$ cat src/rtl/cap_walk_pkg.sv
package cap_walk_pkg;
  typedef enum logic [1:0] {
    ERR_NONE = 2'b00,
    ERR_BAD  = 2'b01,
    ERR_LOOP = 2'b10
  } walk_err_t;

  typedef enum logic [1:0] {
    S_IDLE = 2'd0,
    S_STAT = 2'd1,
    S_PTR  = 2'd2,
    S_ID   = 2'd3
  } walk_state_t;
endpackage

$ cat src/rtl/cw_ptr_check.sv
module cw_ptr_check #(
  parameter int AW        = 8,
  parameter int RSVD_BITS = 2,
  parameter int MIN_PTR   = 'h40
) (
  input  logic [AW-1:0] raw,
  output logic [AW-1:0] masked,
  output logic          is_end,
  output logic          is_bad
);
  localparam logic [AW-1:0] KEEP = ~((AW'(1) << RSVD_BITS) - AW'(1));
  localparam logic [AW-1:0] LOW  = AW'(MIN_PTR);

  always_comb begin
    masked = raw & KEEP;
    is_end = (masked == '0);
    is_bad = !is_end && (masked < LOW);
  end
endmodule

$ cat src/rtl/cw_hop_ctr.sv
module cw_hop_ctr #(
  parameter int MAX_HOPS = 48
) (
  input  logic clk,
  input  logic rst,
  input  logic clr,
  input  logic inc,
  output logic at_limit
);
  localparam int CW = $clog2(MAX_HOPS + 1);
  localparam logic [CW-1:0] LIM = CW'(MAX_HOPS);

  logic [CW-1:0] cnt;

  always_ff @(posedge clk) begin
    if (rst || clr) cnt <= '0;
    else if (inc && cnt != LIM) cnt <= cnt + CW'(1);
  end

  assign at_limit = (cnt == LIM);

  // the number of visited blocks never passes the limit
  a_r7_hop_bound: assert property (@(posedge clk) disable iff (rst)
    inc |=> (cnt <= LIM));
endmodule

$ cat src/rtl/cap_walker.sv
module cap_walker
  import cap_walk_pkg::*;
#(
  parameter int AW        = 8,
  parameter int DW        = 8,
  parameter int STAT_ADDR = 'h06,
  parameter int STAT_BIT  = 4,
  parameter int HEAD_ADDR = 'h34,
  parameter int MIN_PTR   = 'h40,
  parameter int RSVD_BITS = 2,
  parameter int MAX_HOPS  = 48
) (
  input  logic          clk,
  input  logic          rst,
  input  logic          start,
  input  logic [DW-1:0] target_id,
  output logic          rd_req,
  output logic [AW-1:0] rd_addr,
  input  logic          rd_valid,
  input  logic [DW-1:0] rd_data,
  output logic          done,
  output logic          found,
  output logic [AW-1:0] offset,
  output logic [1:0]    err
);
  localparam logic [AW-1:0] A_STAT = AW'(STAT_ADDR);
  localparam logic [AW-1:0] A_HEAD = AW'(HEAD_ADDR);

  walk_state_t   state;
  logic [DW-1:0] target_q;
  logic [AW-1:0] cur;
  logic [AW-1:0] p_masked;
  logic          p_end, p_bad;
  logic          at_limit;
  logic          hop_clr, hop_inc;

  cw_ptr_check #(.AW(AW), .RSVD_BITS(RSVD_BITS), .MIN_PTR(MIN_PTR)) u_pchk (
    .raw    (rd_data[AW-1:0]),
    .masked (p_masked),
    .is_end (p_end),
    .is_bad (p_bad)
  );

  cw_hop_ctr #(.MAX_HOPS(MAX_HOPS)) u_hops (
    .clk      (clk),
    .rst      (rst),
    .clr      (hop_clr),
    .inc      (hop_inc),
    .at_limit (at_limit)
  );

  always_comb begin
    hop_clr = (state == S_IDLE) && start;
    hop_inc = (state == S_PTR) && rd_valid && !p_end && !p_bad && !at_limit;
  end

  always_ff @(posedge clk) begin
    if (rst) begin
      state    <= S_IDLE;
      target_q <= '0;
      cur      <= '0;
      rd_req   <= 1'b0;
      rd_addr  <= '0;
      done     <= 1'b0;
      found    <= 1'b0;
      offset   <= '0;
      err      <= ERR_NONE;
    end else begin
      rd_req <= 1'b0;
      done   <= 1'b0;
      case (state)
        S_IDLE: if (start) begin
          target_q <= target_id;
          found    <= 1'b0;
          offset   <= '0;
          err      <= ERR_NONE;
          rd_req   <= 1'b1;
          rd_addr  <= A_STAT;
          state    <= S_STAT;
        end
        S_STAT: if (rd_valid) begin
          if (!rd_data[STAT_BIT]) begin
            done  <= 1'b1;
            state <= S_IDLE;
          end else begin
            rd_req  <= 1'b1;
            rd_addr <= A_HEAD;
            state   <= S_PTR;
          end
        end
        S_PTR: if (rd_valid) begin
          if (p_end) begin
            done  <= 1'b1;
            state <= S_IDLE;
          end else if (p_bad) begin
            err   <= ERR_BAD;
            done  <= 1'b1;
            state <= S_IDLE;
          end else if (at_limit) begin
            err   <= ERR_LOOP;
            done  <= 1'b1;
            state <= S_IDLE;
          end else begin
            cur     <= p_masked;
            rd_req  <= 1'b1;
            rd_addr <= p_masked;
            state   <= S_ID;
          end
        end
        S_ID: if (rd_valid) begin
          if (rd_data == target_q) begin
            found  <= 1'b1;
            offset <= cur;
            done   <= 1'b1;
            state  <= S_IDLE;
          end else begin
            rd_req  <= 1'b1;
            rd_addr <= cur + AW'(1);
            state   <= S_PTR;
          end
        end
        default: state <= S_IDLE;
      endcase
    end
  end

  // end-of-walk strobe lasts a single cycle
  a_r8_done_pulse: assert property (@(posedge clk) disable iff (rst)
    done |=> !done);

  // results stay put while no new walk starts
  a_r8_result_hold: assert property (@(posedge clk) disable iff (rst)
    (state == S_IDLE && !start) |=> ($stable(found) && $stable(offset) && $stable(err)));

  // the latched target cannot change during a walk
  a_r9_target_hold: assert property (@(posedge clk) disable iff (rst)
    (state != S_IDLE) |=> $stable(target_q));

  // a reported match always lies at an aligned legal offset
  a_r4_found_offset: assert property (@(posedge clk) disable iff (rst)
    (done && found) |-> (offset >= AW'(MIN_PTR) && offset[RSVD_BITS-1:0] == '0));

  // a match and an error are never reported together
  a_r6_excl: assert property (@(posedge clk) disable iff (rst)
    done |-> !(found && err != ERR_NONE));

  // each read request is a single-cycle strobe
  a_r2_req_pulse: assert property (@(posedge clk) disable iff (rst)
    rd_req |=> !rd_req);
endmodule

$ cat config.mk
export PLATFORM = sky130hd
export DESIGN_NAME = cap_walker
export DESIGN_NICKNAME = d
export VERILOG_FILES = /design/src/rtl/cap_walk_pkg.sv /design/src/rtl/cw_ptr_check.sv /design/src/rtl/cw_hop_ctr.sv /design/src/rtl/cap_walker.sv
export SDC_FILE = /design/constraint.sdc
export NUM_CORES = 1
export LEC_CHECK = 0
export ABC_AREA = 0
export BUFFER_PORTS_ARGS = -buffer_cell sky130_fd_sc_hd__buf_4
export CORE_AREA = 2 2 106 82
export DETAILED_ROUTE_END_ITERATION = 12
export DIE_AREA = 0 0 108 84
export RECOVER_POWER = 100
export REMOVE_ABC_BUFFERS = 1
export SLEW_MARGIN = 20
export SYNTH_ARGS = -nofsm -noshare
export SYNTH_HDL_FRONTEND = slang
export SYNTH_SLANG_ARGS = --single-unit
$ cat constraint.sdc
create_clock -name clk -period 2 [get_ports clk]
set_input_delay 0 -clock clk [delete_from_list [all_inputs] [get_ports clk]]
set_output_delay 0 -clock clk [all_outputs]
set_load 0.01 [all_outputs]
==> summary.md <==
| Metric | Value |
|---|---|
| Status | `finished, violations left` |
| Failing checks | `hold timing` |
| GR Layer Usage met3 | `3.357%` |
| Initial antenna violation count | `0` |
| Clock share of power | `39.2%` |
| Dominant cell type by area after synthesis | `dfxtp_1` |
| Overall Global Routing Usage | `10.97%` |
| Int Power | `1357 µW` |
| CP max stage delay | `0.54 ns` |
| Util after Layout | `30.44%` |
| Setup TNS | `0 ns` |
| Final worst slack | `0.1334 ns` |
| Switching fraction of total power | `24.82%` |
| Synthesized cell area | `1953 µm²` |
| Routed WL | `4722 µm` |
| Critical path startpoint category | `register` |
| Drt first pass iters | `4` |
| Worst setup EP type | `register` |
| CTS tree | `done` |
| Final hold viol count | `1` |
| DRC violation count after routing | `0` |
| Seq/Total Area, Yosys | `42.02%` |
| Nets@finish | `292` |
| Post-synth top area share | `42.02%` |
| Area growth, synth to finish | `27.23%` |
| Fraction of layout cells with a size suffix above 1 | `17.34%` |
| Die X | `108 µm` |
| Most common cell after layout, fill and taps aside | `dfxtp_1` |
| Cell count after synthesis | `221` |
| Die ar. | `9072 µm²` |
| Routed vias | `1,674` |
| IO Count | `41` |
| Leakage power | `0.0008987 µW` |
| Max-Cap Viols | `0` |
| Crit-path cells | `inv_1, ha_1, a31o_2, o2bb2ai_2, or4_1, a21oi_1` |
| Gr busiest metal | `met1` |
| WL/cell | `12.46 µm` |
| Clock sinks | `41` |
| WS Path Type | `reg -> reg` |
| Vias per Instance | `4.417` |
| Pwr/cell area | `726.5 nW/µm²` |
| Post-DP HPWL | `3396 µm` |
| Met2 GRT Util | `15.61%` |
| CP Data Arrival Time | `2.10 ns` |
| Crit-path slowest cell | `or4_1` |
| Initial Util | `23.92%` |
| Final Setup Violations | `0` |
| Worst VDD drop | `0.2819 mV` |
| CTS Buf Count | `5` |
| Clock latency at the later pin of the worst-skew pair | `0.30 ns` |
| Synth unique cells | `44` |
| Sequential share of power | `47.7%` |
| First-pass GRT wire length | `7900 µm` |
| Antenna diode count | `0` |
| DP Worst Slack | `0.1580 ns` |
| Max FO, Critical Path | `9` |
| Synthesized area per cell | `8.838 µm²` |
| Worst-path clk slew | `0.09 ns` |
| HP Class | `in -> reg` |
| Skew final | `0.01251 ns` |
| DIE HEIGHT | `84 µm` |
| Drt initial violations | `80` |
| Setup bufs post-CTS | `0` |
| CORE AREA | `8164 µm²` |
| Unrepaired setup endpoints after global routing | `no` |
| Crit share post-route | `93.33%` |
| Largest net degree at the start of global routing | `38` |
| YS warnings | `0` |
| #FFs+latches synth | `41` |
| H-tree lvl count | `2` |
| Logic pwr share | `13.1%` |
| Commonest cells after routing, fill and taps aside | `dfxtp_1 (41), nand2_1 (27), a21oi_1 (25), buf_4 (25), nor2_1 (22)` |
| Worst endpoint required time | `2.24 ns` |
| Gpl congestion | `0.8502` |
| Met1 Use GR | `16.64%` |
| Top cells by area, synth | `dfxtp_1 (42%), a21oi_1 (6.4%), mux2i_1 (6.1%), nand2_1 (5.2%), nor2_1 (4.2%)` |
| Rows | `29` |
| Tmin final | `1.867 ns` |
| PortBufs | `38` |
| Antenna Violating Nets Remaining | `0` |
| Switching power | `448.0 µW` |
| Hold_ws | `-0.003702 ns` |
| Final Max Slew Viols | `0` |
| Fmax achieved | `0.5357 GHz` |
| Number of global-route vias before repair | `1,577` |
| Hold path cells | `3` |
| Clk root buf | `clkbuf_8` |
| Global route total overflow | `0` |
| Clock buffer depth | `2` |
| R2R cell count | `6` |
==> cell families after synthesis <==
logic type	Yosys count	synth area share, %
AND/OR/NAND/NOR	89	23.58
AO/OA/AOI/OAI	43	13.07
flip-flops	41	42.02
buffers and inverters	19	6.919
XOR/XNOR	13	6.214
multiplexers	13	6.727
adder cells (fa/ha/maj)	2	1.281
other	1	0.1920
==> cell usage after synthesis (all sizes together) <==
master and instances:
a22oi 1, and2b 1, a31o 2, dfxtp 41
xnor2 9, nor2 22, o31a 1, o2bb2ai 1
a31oi 1, nor3 4, nor4 2, xor2 4
nand3 1, nand3b 1, ha 2, buf 9
clkbuf 6, inv 2, and2 1, o21ai 8
or4 5, nand2 27, a21oi 25, dlygate4sd1 2
nor3b 1, mux2 1, a311oi 3, nand2b 5
or3 2, nand4 4, conb 1, or3b 6
or2 1, nor2b 3, a2bb2oi 1, mux2i 12
and3 3
==> final cells by class <==
type                            count  area [µm²]
Clock buffer                        6       82.58
Fill cell                         888        5679
Tap cell                          108       135.1
Multi-Input combinational cell    162        1016
Timing Repair Buffer               58       385.4
Inverter                            2       7.507
Clock inverter                      2       37.54
Sequential cell                    41       820.8
==> power groups by stage <==
stage | clock network [µW] | logic [µW] | registers (µW)
floorplan | 0 | 107 | 884
global placement | 0 | 226 | 879
detailed placement | 0 | 228 | 880
CTS | 721 | 246 | 861
global route | 763 | 263 | 864
finish | 708 | 236 | 861
==> final timing paths <==
kind | start | slack (ns) | end
hold reg to reg | offset[2]$_SDFFE_PP0P_ | 0.45 | offset[2]$_SDFFE_PP0P_
hold / removal | rd_data[3] | -0.004 | cur[3]$_SDFFE_PP0P_
setup reg to reg | u_hops.cnt[0]$_SDFFE_PP0P_ | 0.13 | rd_addr[5]$_SDFFE_PP0P_
setup / recovery | u_hops.cnt[0]$_SDFFE_PP0P_ | 0.13 | rd_addr[5]$_SDFFE_PP0P_
==> layer usage <==
| metal | routed length, µm | up-vias | share of wire [%] |
|---|---|---|---|
| li1 | - | 862 | - |
| met1 | 2508 | 774 | 53 |
| met2 | 1959 | 38 | 41 |
| met3 | 254 | 0 | 5.4 |
| met4 | 0 | 0 | 0 |
| met5 | 0 | - | 0 |
==> what timing repair did <==
action / 4_1_cts / 5_1_grt
setup endpoints to repair: 0 / 1
endpoints found under the hold margin: 11 / 0
hold buffers: 11 / 0
resized for setup: 0 / 2
==> through the flow <==
step                area [µm²]  hold WS, ns  power [µW]  std cells
floorplan                 1829      0.06907       990.5        205
global placement          2323       0.2524        1105        360
detailed placement        2323       0.2544        1108        360
CTS                       2554    0.0005633        1827        379
global route              2485      0.01903        1891        379
finish                    2485    -0.003702        1805        379
==> sequential cells by signal (all words and copies together), names as in the netlist <==
| signal | cells |
|---|---|
| cur | 6 |
| done | 1 |
| err | 2 |
| found | 1 |
| offset | 6 |
| rd_addr | 8 |
| rd_req | 1 |
| state | 2 |
| target_q | 8 |
| u_hops.cnt | 6 |
==> worst max-delay path: cells and delay by family, from the launching register on <==
family,cells,cell delay [ns]
AOI/OAI and AO/OA,3,0.59
and+or+nand+nor,1,0.54
DFF,1,0.39
adders and majority gates,1,0.22
buffers and inverters,1,0.06
Power figures use the tool's default switching activity.
